==> src/rtl/ccsd_pkg.sv <==
// Shared types for the shutdown sequencer.
// Assumes: request kind codes are fixed and known to the controller side.
package ccsd_pkg;

    typedef enum logic [1:0] {
        REQ_MB_STAT = 2'd0,
        REQ_MB_DIS  = 2'd1,
        REQ_CMD     = 2'd2,
        REQ_PROTO   = 2'd3
    } ccsd_req_e;

    typedef enum logic [2:0] {
        ST_IDLE     = 3'd0,
        ST_MB_RD    = 3'd1,
        ST_MB_DIS   = 3'd2,
        ST_HALT_WR  = 3'd3,
        ST_PROTO_RD = 3'd4
    } ccsd_state_e;

endpackage

==> src/rtl/ccsd_buf_cursor.sv <==
// Buffer index cursor: walks from 0 upward one step per increment and
// flags when it sits on the latched last index.
// Assumes: the caller never increments while at_last_o is high.
module ccsd_buf_cursor #(
    parameter int IDX_W = 3
) (
    input  logic             clk,
    input  logic             rst_n,
    input  logic             clr_i,
    input  logic             inc_i,
    input  logic [IDX_W-1:0] last_i,
    output logic [IDX_W-1:0] idx_o,
    output logic             at_last_o
);

    logic [IDX_W-1:0] idx_q;

    // Hold the current buffer index.
    always_ff @(posedge clk) begin
        if (!rst_n) begin
            idx_q <= '0;
        end else if (clr_i) begin
            idx_q <= '0;
        end else if (inc_i) begin
            idx_q <= idx_q + 1'b1;
        end
    end

    assign idx_o     = idx_q;
    assign at_last_o = (idx_q == last_i);


    cursor_bound_chk: assert property (@(posedge clk) disable iff (!rst_n)
        inc_i |-> !at_last_o);

endmodule

==> src/rtl/ccsd_retry_cnt.sv <==
// Attempt counter: counts retries against a limit and reports whether the
// limit is reached now or would be reached by one more attempt.
// Assumes: the limit is stable while counting.
module ccsd_retry_cnt #(
    parameter int POLL_W = 4
) (
    input  logic              clk,
    input  logic              rst_n,
    input  logic              clr_i,
    input  logic              inc_i,
    input  logic [POLL_W-1:0] limit_i,
    output logic              reached_o,
    output logic              next_reached_o
);

    logic [POLL_W-1:0] cnt_q;
    logic [POLL_W:0]   cnt_plus;

    // Track the attempts made so far.
    always_ff @(posedge clk) begin
        if (!rst_n) begin
            cnt_q <= '0;
        end else if (clr_i) begin
            cnt_q <= '0;
        end else if (inc_i) begin
            cnt_q <= cnt_q + 1'b1;
        end
    end

    // Compare the count, and the count plus one, with the limit.
    always_comb begin
        cnt_plus       = {1'b0, cnt_q} + 1'b1;
        reached_o      = (cnt_q >= limit_i);
        next_reached_o = (cnt_plus >= {1'b0, limit_i});
    end


    cnt_cap_chk: assert property (@(posedge clk) disable iff (!rst_n)
        inc_i |-> !reached_o);

endmodule

==> src/rtl/ccsd_req_decode.sv <==
// Request decoder: turns the sequencer state into the request fields shown
// to the controller port.
// Assumes: the state is registered, so the request is glitch-free per cycle.
module ccsd_req_decode #(
    parameter int                DATA_W   = 8,
    parameter logic [DATA_W-1:0] HALT_CMD = 8'h0A
) (
    input  ccsd_pkg::ccsd_state_e state_i,
    output logic                  valid_o,
    output logic [1:0]            kind_o,
    output logic [DATA_W-1:0]     wdata_o
);
    import ccsd_pkg::*;

    // Map each active state to its request kind.
    always_comb begin
        valid_o = 1'b1;
        wdata_o = '0;
        kind_o  = REQ_MB_STAT;
        case (state_i)
            ST_MB_RD:    kind_o = REQ_MB_STAT;
            ST_MB_DIS:   kind_o = REQ_MB_DIS;
            ST_HALT_WR: begin
                kind_o  = REQ_CMD;
                wdata_o = HALT_CMD;
            end
            ST_PROTO_RD: kind_o = REQ_PROTO;
            default:     valid_o = 1'b0;
        endcase
    end

endmodule

==> src/rtl/ccsd_shutdown_seq.sv <==
// Shutdown sequencer top: disables every enabled message buffer with retries,
// then issues the halt command and waits for the halt state.
// Assumes: one request outstanding; resp_valid_i only while req_valid_o is high.
module ccsd_shutdown_seq #(
    parameter int                NUM_BUF    = 8,
    parameter int                POLL_W     = 4,
    parameter int                DATA_W     = 8,
    parameter logic [DATA_W-1:0] HALT_CMD   = 8'h0A,
    parameter logic [DATA_W-1:0] HALT_STATE = 8'h04,
    localparam int               IDX_W      = (NUM_BUF > 1) ? $clog2(NUM_BUF) : 1
) (
    input  logic              clk,
    input  logic              rst_n,
    input  logic              start_i,
    input  logic [IDX_W-1:0]  last_idx_i,
    input  logic [POLL_W-1:0] poll_limit_i,
    output logic              req_valid_o,
    output logic [1:0]        req_kind_o,
    output logic [IDX_W-1:0]  req_idx_o,
    output logic [DATA_W-1:0] req_wdata_o,
    input  logic              resp_valid_i,
    input  logic [DATA_W-1:0] resp_data_i,
    output logic              busy_o,
    output logic              done_o,
    output logic              err_o
);
    import ccsd_pkg::*;

    ccsd_state_e       state_q, state_d;
    logic [IDX_W-1:0]  last_q;
    logic [POLL_W-1:0] limit_q;
    logic              err_q, done_q;
    logic              cur_clr, cur_inc, cur_at_last;
    logic              cnt_clr, cnt_inc, cnt_reached, cnt_next_reached;
    logic              finish, fail, accept, hs;

    ccsd_buf_cursor #(.IDX_W(IDX_W)) i_cursor (
        .clk(clk), .rst_n(rst_n), .clr_i(cur_clr), .inc_i(cur_inc),
        .last_i(last_q), .idx_o(req_idx_o), .at_last_o(cur_at_last)
    );

    ccsd_retry_cnt #(.POLL_W(POLL_W)) i_retry (
        .clk(clk), .rst_n(rst_n), .clr_i(cnt_clr), .inc_i(cnt_inc),
        .limit_i(limit_q), .reached_o(cnt_reached),
        .next_reached_o(cnt_next_reached)
    );

    ccsd_req_decode #(.DATA_W(DATA_W), .HALT_CMD(HALT_CMD)) i_decode (
        .state_i(state_q), .valid_o(req_valid_o), .kind_o(req_kind_o),
        .wdata_o(req_wdata_o)
    );

    assign hs     = req_valid_o && resp_valid_i;
    assign accept = (state_q == ST_IDLE) && start_i;

    // Choose the next state and the cursor and counter controls.
    always_comb begin
        state_d = state_q;
        cur_clr = 1'b0;
        cur_inc = 1'b0;
        cnt_clr = 1'b0;
        cnt_inc = 1'b0;
        finish  = 1'b0;
        fail    = 1'b0;
        case (state_q)
            ST_IDLE: begin
                if (start_i) begin
                    state_d = ST_MB_RD;
                    cur_clr = 1'b1;
                    cnt_clr = 1'b1;
                end
            end
            ST_MB_RD: begin
                if (hs) begin
                    if (!resp_data_i[0]) begin
                        cnt_clr = 1'b1;
                        if (cur_at_last) begin
                            state_d = ST_HALT_WR;
                        end else begin
                            cur_inc = 1'b1;
                        end
                    end else if (cnt_reached) begin
                        state_d = ST_IDLE;
                        finish  = 1'b1;
                        fail    = 1'b1;
                    end else begin
                        state_d = ST_MB_DIS;
                    end
                end
            end
            ST_MB_DIS: begin
                if (hs) begin
                    cnt_inc = 1'b1;
                    state_d = ST_MB_RD;
                end
            end
            ST_HALT_WR: begin
                if (hs) begin
                    cnt_clr = 1'b1;
                    state_d = ST_PROTO_RD;
                end
            end
            ST_PROTO_RD: begin
                if (hs) begin
                    if (resp_data_i == HALT_STATE) begin
                        state_d = ST_IDLE;
                        finish  = 1'b1;
                    end else if (cnt_next_reached) begin
                        state_d = ST_IDLE;
                        finish  = 1'b1;
                        fail    = 1'b1;
                    end else begin
                        cnt_inc = 1'b1;
                    end
                end
            end
            default: state_d = ST_IDLE;
        endcase
    end

    // Advance the sequencer state.
    always_ff @(posedge clk) begin
        if (!rst_n) begin
            state_q <= ST_IDLE;
        end else begin
            state_q <= state_d;
        end
    end

    // Latch the run settings when a start is accepted.
    always_ff @(posedge clk) begin
        if (!rst_n) begin
            last_q  <= '0;
            limit_q <= '0;
        end else if (accept) begin
            last_q  <= last_idx_i;
            limit_q <= poll_limit_i;
        end
    end

    // Produce the done pulse and the sticky error flag.
    always_ff @(posedge clk) begin
        if (!rst_n) begin
            done_q <= 1'b0;
            err_q  <= 1'b0;
        end else begin
            done_q <= finish;
            if (accept) begin
                err_q <= 1'b0;
            end else if (fail) begin
                err_q <= 1'b1;
            end
        end
    end

    assign busy_o = (state_q != ST_IDLE);
    assign done_o = done_q;
    assign err_o  = err_q;


    done_pulse_chk: assert property (@(posedge clk) disable iff (!rst_n)
        done_o |=> !done_o);


    busy_end_chk: assert property (@(posedge clk) disable iff (!rst_n)
        $fell(busy_o) |-> done_o);


    req_hold_chk: assert property (@(posedge clk) disable iff (!rst_n)
        (req_valid_o && !resp_valid_i) |=>
            (req_valid_o && $stable(req_kind_o) && $stable(req_idx_o)));


    idx_range_chk: assert property (@(posedge clk) disable iff (!rst_n)
        (req_valid_o && (req_kind_o == REQ_MB_STAT || req_kind_o == REQ_MB_DIS))
            |-> (req_idx_o <= last_q));


    halt_after_scan_chk: assert property (@(posedge clk) disable iff (!rst_n)
        (req_valid_o && req_kind_o == REQ_CMD) |-> cur_at_last);


    err_hold_chk: assert property (@(posedge clk) disable iff (!rst_n)
        (err_o && !accept) |=> err_o);

endmodule

==> config.mk <==
export PLATFORM = sky130hd
export DESIGN_NAME = ccsd_shutdown_seq
export DESIGN_NICKNAME = d
export VERILOG_FILES = /design/src/rtl/ccsd_pkg.sv /design/src/rtl/ccsd_buf_cursor.sv /design/src/rtl/ccsd_retry_cnt.sv /design/src/rtl/ccsd_req_decode.sv /design/src/rtl/ccsd_shutdown_seq.sv
export SDC_FILE = /design/constraint.sdc
export NUM_CORES = 1
export LEC_CHECK = 0
export ABC_AREA = 1
export CORE_MARGIN = 5
export CORE_UTILIZATION = 48
export DETAILED_ROUTE_END_ITERATION = 10
export PLACE_DENSITY = 0.77
export SLEW_MARGIN = 20
export SYNTH_ARGS = -nofsm -noshare
export SYNTH_HDL_FRONTEND = slang
export SYNTH_SLANG_ARGS = --single-unit
==> constraint.sdc <==
create_clock -name clk -period 2.05 [get_ports clk]
set_input_delay 0.205 -clock clk [delete_from_list [all_inputs] [get_ports clk]]
set_output_delay 0.205 -clock clk [all_outputs]
set_load 0.1 [all_outputs]
==> impl_metrics.csv, run 1 <==
group,metric,value,unit
floorplanning,floorplan.core_area,2710,um^2
clocking,cts-resized-gates,0,
run_status,run_status,"finished clean",
setup_path,setup.worst_path.class,"reg2reg",
routing,route.detailed.wl_per_inst,11.59,um
finish,finalInstanceArea,1692,um^2
clocking,cts_tree,"done",
routing,number_of_vias_after_detailed_routing,1259,
clocking,clock_path_buffers,2,
clocking,insertion_delay_of_the_later_clocked_pin_in_the_worst_skew_pair,0.31,ns
global_routing,grt_start_max_net_pins,14,
placed_design,detailedPlacementHpwl,2.428,mm
clocking,cts.sink_count,19,
clocking,tritoncts.num_buffers,3,
placed_design,detailed_place.area,1647,um^2
global_routing,grt_pass1_wl,5.085,mm
setup_path,crit_arrival,2.13,ns
routing,number_of_drc_violations_after_detailed_routing,0,
setup_path,crit_fanout,6,
synth,asyncSetResetFlopFracSynth,0,%
power,internal-power,0.001154,W
clocking,reg_clk_slew_reported_paths,0.12,ns
finish,layout-drive-gt1-share,16.23,%
synth,synth-seq-area-share,28.46,%
synth,synth-seq-cells,19,
synth,synth_most_common_cell,"nand2_1",
placed_design,io_buffers,29,
floorplanning,initial_core_util,49.31,%
sta,finalSetupTns,0,ns
floorplanning,die_height,62.76,um
sta,period_minus_slack,1.889,ns
routing,drt_pass1_iterations,4,
sta,post-route-period-util,92.14,%
synth,yosys-top-cells-count,"37 x nand2_1, 30 x nor2_1, 29 x inv_1",
global_routing,grtUsageTotal,15.69,%
sta,grt_setup_unrepaired,"false",
synth,synth_edf_count,0,
power,total_power_draw,0.002650,W
floorplanning,fp.dieW,62.76,um
sta,hold_viol_final,0,
setup_path,worst_setup_path_end_kind,"flop",
power,power.share.sequential,20.5,%
global_routing,vias_in_the_first_global_route,1168,
power,static-leakage-power,0.8486,nW
synth,synthTopCellsByArea,"dfxtp_1 28%, nand2_1 10%, ha_1 9.4%",
clocking,cts_post_setup_buffers_inserted,0,
power,power_switching_share,56.47,%
global_routing,initial_antenna_violation_count,0,
synth,post_synth_instance_area,1336,um^2
min_path,timing.hold.worst.class,"reg2reg",
power,clock_power_share,7.6,%
finish,finished_core_util,62.42,%
power,vdd.ir_drop.worst,0.002348,V
clocking,clock_tree.root_cell,"clkbuf_4",
synth,synthDominantAreaCellType,"dfxtp_1",
routing,postRouteAntennaNets,0,
finish,areaGrowthSynthToFinish,26.59,%
synth,syn_area_per_cell,6.783,um^2
placed_design,routabilityCongestion,0.8643,
power,power.net_switching,0.001497,W
clocking,htree_levels,1,
sta,slew_violations,0,
routing,vias_per_cell,4.861,
routing,first_iter_violations,49,
synth,ys_warn_count,0,
power,combPwrFrac,71.9,%
sta,timing.final.setup_violations,0,
sta,skew,0.007468,ns
finish,n_antenna_cell,0,
power,p_per_area,1567,nW/um^2
sta,max_clock_freq,529.4,MHz
floorplanning,die-area,3939,um^2
clocking,hold_buffers_post_cts,0,
flow_run,maxCapViolCount,0,
routing,drt-total-wl,3.002,mm
synth,post_synth_inst_count,197,
synth,yosys_most_used_dff,"dfxtp_1",
setup_path,cp-start-kind,"flop",
global_routing,grt.overflow.total,0,
setup_path,cp_data_required_time,2.30,ns
floorplanning,rows,19,
synth,synth_cell_type_count,25,
synth,post-synth-top-area-fraction,28.46,%
floorplanning,io_pins,36,
finish,num-nets-final,258,
[state kept, by name (all words and copies together), names as in the netlist]
name / cells
i_retry.cnt_q: 4
i_cursor.idx_o: 3
state_q: 3
limit_q: 4
done_o: 1
last_q: 3
err_o: 1
[cells in the final DEF, fill, tap and decap left out]
master,count
nand2_2,4
nand2_4,2
nand3_2,2
buf_12,5
dfxtp_2,1
xor2_1,1
dfxtp_1,17
buf_4,10
a21oi_2,1
clkbuf_4,3
conb_1,6
nor2_1,29
clkdlybuf4s50_1,18
a21oi_1,10
nor2_2,4
o21ai_0,11
ha_2,1
nand4_1,4
ha_1,9
a211oi_1,1
a21boi_0,1
nand2_1,37
nand3_1,12
or2_1,1
inv_1,29
xor2_2,1
a31oi_1,1
clkinv_2,1
o21bai_1,4
dfxtp_4,1
inv_2,1
[critical path: stages, from the launching register on]
cell     delay [ns]
dfxtp_4        0.38
ha_2           0.20
xor2_2         0.15
ha_1           0.31
nand2_1        0.07
nand2_1        0.04
nand2_1        0.07
nand2_1        0.05
nor2_1         0.12
nand2_2        0.09
nand2_4        0.09
nand2_4        0.05
inv_2          0.08
nor2_1         0.04
nor2_1         0.08
[layer usage]
layer | vias to the layer above | track usage (%) | part of all wire [%]
li1 | 669 | - | -
met5 | - | 0 | 0
met3 | 4 | 3.777 | 6.3
met2 | 33 | 26.30 | 46
met1 | 553 | 19.37 | 46
met4 | 0 | 5.570 | 1.5
[layout make-up]
| cell class | instances | area, um^2 |
|---|---|---|
| fill | 250 | 1018 |
| sequential | 19 | 385.4 |
| timing repair buffer | 33 | 355.3 |
| inverter | 30 | 112.6 |
| clock inverter | 1 | 5.005 |
| multi-input combinational | 142 | 772.0 |
| tap | 31 | 38.79 |
| clock buffer | 3 | 22.52 |
[power groups by stage]
| stage | combinational, W | clock [W] | sequential, W |
|---|---|---|---|
| finish | 0.00191 | 0.000200 | 0.000544 |
| global route | 0.00207 | 0.000223 | 0.000558 |
| detailed placement | 0.00190 | 0 | 0.000548 |
| global placement | 0.00188 | 0 | 0.000548 |
| CTS | 0.00190 | 0.000207 | 0.000541 |
| floorplan | 0.00136 | 0 | 0.000598 |
[logic make-up (layout without fill, tap and decap cells)]
| family | Yosys count | in the layout | synth area share [%] |
|---|---|---|---|
| AND/OR/NAND/NOR | 95 | 95 | 32.12 |
| buffers and inverters | 41 | 67 | 16.10 |
| AO/OA/AOI/OAI | 29 | 29 | 12.36 |
| flip-flops | 19 | 19 | 28.46 |
| adder cells (fa/ha/maj) | 10 | 10 | 9.363 |
| XOR/XNOR | 2 | 2 | 1.311 |
| other | 1 | 6 | 0.2806 |
[stage by stage]
stage,instances,hold WS [ns],worst slack [ns]
after floorplan,202,0.3588,0.1931
after global placement,255,0.4562,0.1567
after detailed placement,255,0.4659,0.1153
after CTS,259,0.4832,0.07525
after global routing,259,0.5192,0.01779
final,259,0.4790,0.1612
[final timing paths]
check / start / to / cells after the start / slack, ns
max: i_retry.cnt_q[0] / i_retry.cnt_q[2] / 14 / 0.16
min reg2reg: last_q[1] / last_q[1] / 2 / 0.48
min: last_q[1] / last_q[1] / 2 / 0.48
max reg2reg: i_retry.cnt_q[0] / i_retry.cnt_q[2] / 14 / 0.16
(Power assumes the default switching activity.)
==> inputs of run 2 (changes only) <==
- CORE_UTILIZATION: 48 -> 40
==> run 2 against run 1 <==
Effect of this change:
- utilization decreased by 9.4 points
- clock power fell by 2%
- largest power group unchanged
- fmax fell by 0.43%
- worst hold slack improved by 0.00090 ns
- count of clock-buffer cells in the layout did not move
==> impl_metrics.csv, run 2 (same netlist as run 1, synthesis figures left out) <==
group,metric,value,unit
setup_path,crit_top_cell,"nand2_1",
finish,largest_registers,"i_retry.cnt_q (4), limit_q (4)",
clocking,cts.sink_count,19,
setup_path,critical-path-slowest-cell,"dfxtp_4",
floorplanning,initial_core_util,40.69,%
clocking,reg_clk_slew_reported_paths,0.12,ns
placed_design,detailed_place.area,1658,um^2
sta,timing.final.setup_violations,0,
placed_design,io_buffers,29,
sta,hold_viol_final,0,
power,power_switching_share,56.29,%
clocking,clock_path_buffers,2,
routing,route.detailed.wl_per_inst,10.98,um
finish,areaGrowthSynthToFinish,30.34,%
global_routing,initial_antenna_violation_count,0,
clocking,htree_levels,1,
sta,post-route-period-util,92.53,%
sta,setup_slack,0.1531,ns
floorplanning,fp.dieW,67.80,um
floorplanning,floorplan.core_area,3284,um^2
routing,number_of_drc_violations_after_detailed_routing,0,
power,internal-power,0.001167,W
finish,n_antenna_cell,0,
clocking,clock_tree.root_cell,"clkbuf_4",
power,p_per_area,1532,nW/um^2
global_routing,grt_pass1_wl,5.168,mm
sta,slew_violations,0,
power,clock_power_share,7.3,%
finish,layout_commonest_cell,"nand2_1",
floorplanning,rows,21,
routing,postRouteAntennaNets,0,
clocking,insertion_delay_of_the_later_clocked_pin_in_the_worst_skew_pair,0.30,ns
placed_design,preCtsSetupSlack,0.03145,ns
setup_path,crit_fanout,5,
routing,number_of_vias_after_detailed_routing,1275,
clocking,tritoncts.num_buffers,3,
routing,drt-total-wl,3.020,mm
min_path,timing.hold.worst.class,"reg2reg",
routing,first_iter_violations,40,
setup_path,crit_path_max_cell_delay,0.39,ns
global_routing,vias_in_the_first_global_route,1183,
finish,finalInstanceArea,1742,um^2
setup_path,crit_arrival,2.14,ns
setup_path,r2r_slack,0.15,ns
finish,layout-drive-gt1-share,17.47,%
setup_path,cp_data_required_time,2.29,ns
setup_path,critical_path.cell_chain,"ha_4, xor2_2, ha_1, nand2_1, nand2_1, nand2_1, nand2_1, nor2_2, nand2_2, nand2_4, nand2_4, nand2_1, nand2_1, nor2_1",
floorplanning,die_height,67.80,um
run_status,run_status,"finished clean",
finish,num-nets-final,259,
sta,skew,0.008266,ns
sta,period_minus_slack,1.897,ns
setup_path,cp-start-kind,"flop",
power,combPwrFrac,71.7,%
power,power.share.sequential,21.0,%
sta,max_clock_freq,527.2,MHz
clocking,cts_tree,"done",
global_routing,grt.overflow.total,0,
placed_design,routabilityCongestion,0.8802,
power,vdd.ir_drop.worst,0.001937,V
placed_design,detailedPlacementHpwl,2.432,mm
setup_path,worst_setup_path_end_kind,"flop",
finish,layout.cells.most_common_list,"37 x nand2_1, 29 x inv_1, 29 x nor2_1",
global_routing,grt_start_max_net_pins,16,
global_routing,grtUsageTotal,14.65,%
routing,drt_pass1_iterations,4,
floorplanning,die-area,4597,um^2
routing,vias_per_cell,4.636,
flow_run,maxCapViolCount,0,
setup_path,setup.worst_path.class,"reg2reg",
power,power.net_switching,0.001502,W
floorplanning,io_pins,36,
power,static-leakage-power,0.8558,nW
[run 2: cell count changes in the layout (fill, tap and decap cells not counted)]
cell / change
buf_4: +1
dfxtp_1: -1
dfxtp_2: -1
dfxtp_4: +2
ha_2: -1
ha_4: +1
xor2_1: -1
xor2_2: +1
[run 2: worst paths after layout]
kind	from	end	cells past startpoint
max	i_retry.cnt_q[0]	i_retry.cnt_q[1]	14
min	last_q[1]	last_q[1]	2
max reg2reg	i_retry.cnt_q[0]	i_retry.cnt_q[1]	14
min reg2reg	last_q[1]	last_q[1]	2
[run 2: repair_timing]
action	CTS	global route
setup endpoints to repair	1	9
hold buffers	0	0
pin swaps	0	4
buffers inserted	0	2
gates resized for setup	1	10
[run 2: worst max-delay path: cells and delay by family (launching register included)]
family	cells	cell delay, ns
xor+xnor	1	0.18
simple gates	11	0.80
fa+ha+maj	2	0.47
flops	1	0.39
[run 2: power groups by stage]
stage / logic (W) / registers, W / clock network, W
2_1_floorplan: 0.00136 / 0.000598 / 0
3_3_place_gp: 0.00187 / 0.000554 / 0
3_5_place_dp: 0.00189 / 0.000556 / 0
4_1_cts: 0.00189 / 0.000551 / 0.000203
5_1_grt: 0.00209 / 0.000575 / 0.000230
6_report: 0.00191 / 0.000559 / 0.000196
[run 2: layer usage]
| layer | global-route usage, % | part of all wire [%] | up-vias |
|---|---|---|---|
| met2 | 25.03 | 49 | 27 |
| met4 | 2.978 | 0.46 | 0 |
| li1 | - | - | 675 |
| met3 | 4.326 | 5.3 | 2 |
| met5 | 0 | 0 | - |
| met1 | 18.20 | 45 | 571 |
[run 2: layout make-up]
cell class	instances	area [um^2]
Clock buffer	3	22.52
Clock inverter	1	5.005
Fill cell	335	1543
Inverter	30	112.6
Multi-Input combinational cell	142	789.5
Sequential cell	19	391.6
Tap cell	46	57.56
Timing Repair Buffer	34	362.8
[run 2: per-stage QoR]
step | std cells | setup TNS [ns] | total power (W) | util [%] | hold WS, ns
6_report | 275 | 0 | 0.002669 | 53.03 | 0.4799
5_1_grt | 275 | -0.002796 | 0.002892 | 53.03 | 0.5139
4_1_cts | 273 | 0 | 0.002646 | 51.35 | 0.4830
3_5_place_dp | 269 | 0 | 0.002444 | 50.48 | 0.4615
3_3_place_gp | 269 | 0 | 0.002426 | 50.48 | 0.4564
2_1_floorplan | 202 | 0 | 0.001958 | - | 0.3588
==> inputs of run 3 (changes only) <==
- GPL_ROUTABILITY_DRIVEN: default -> 1
==> results of run 3 <==
No change in the layout: final DEF, timing and power equal those of run 2.
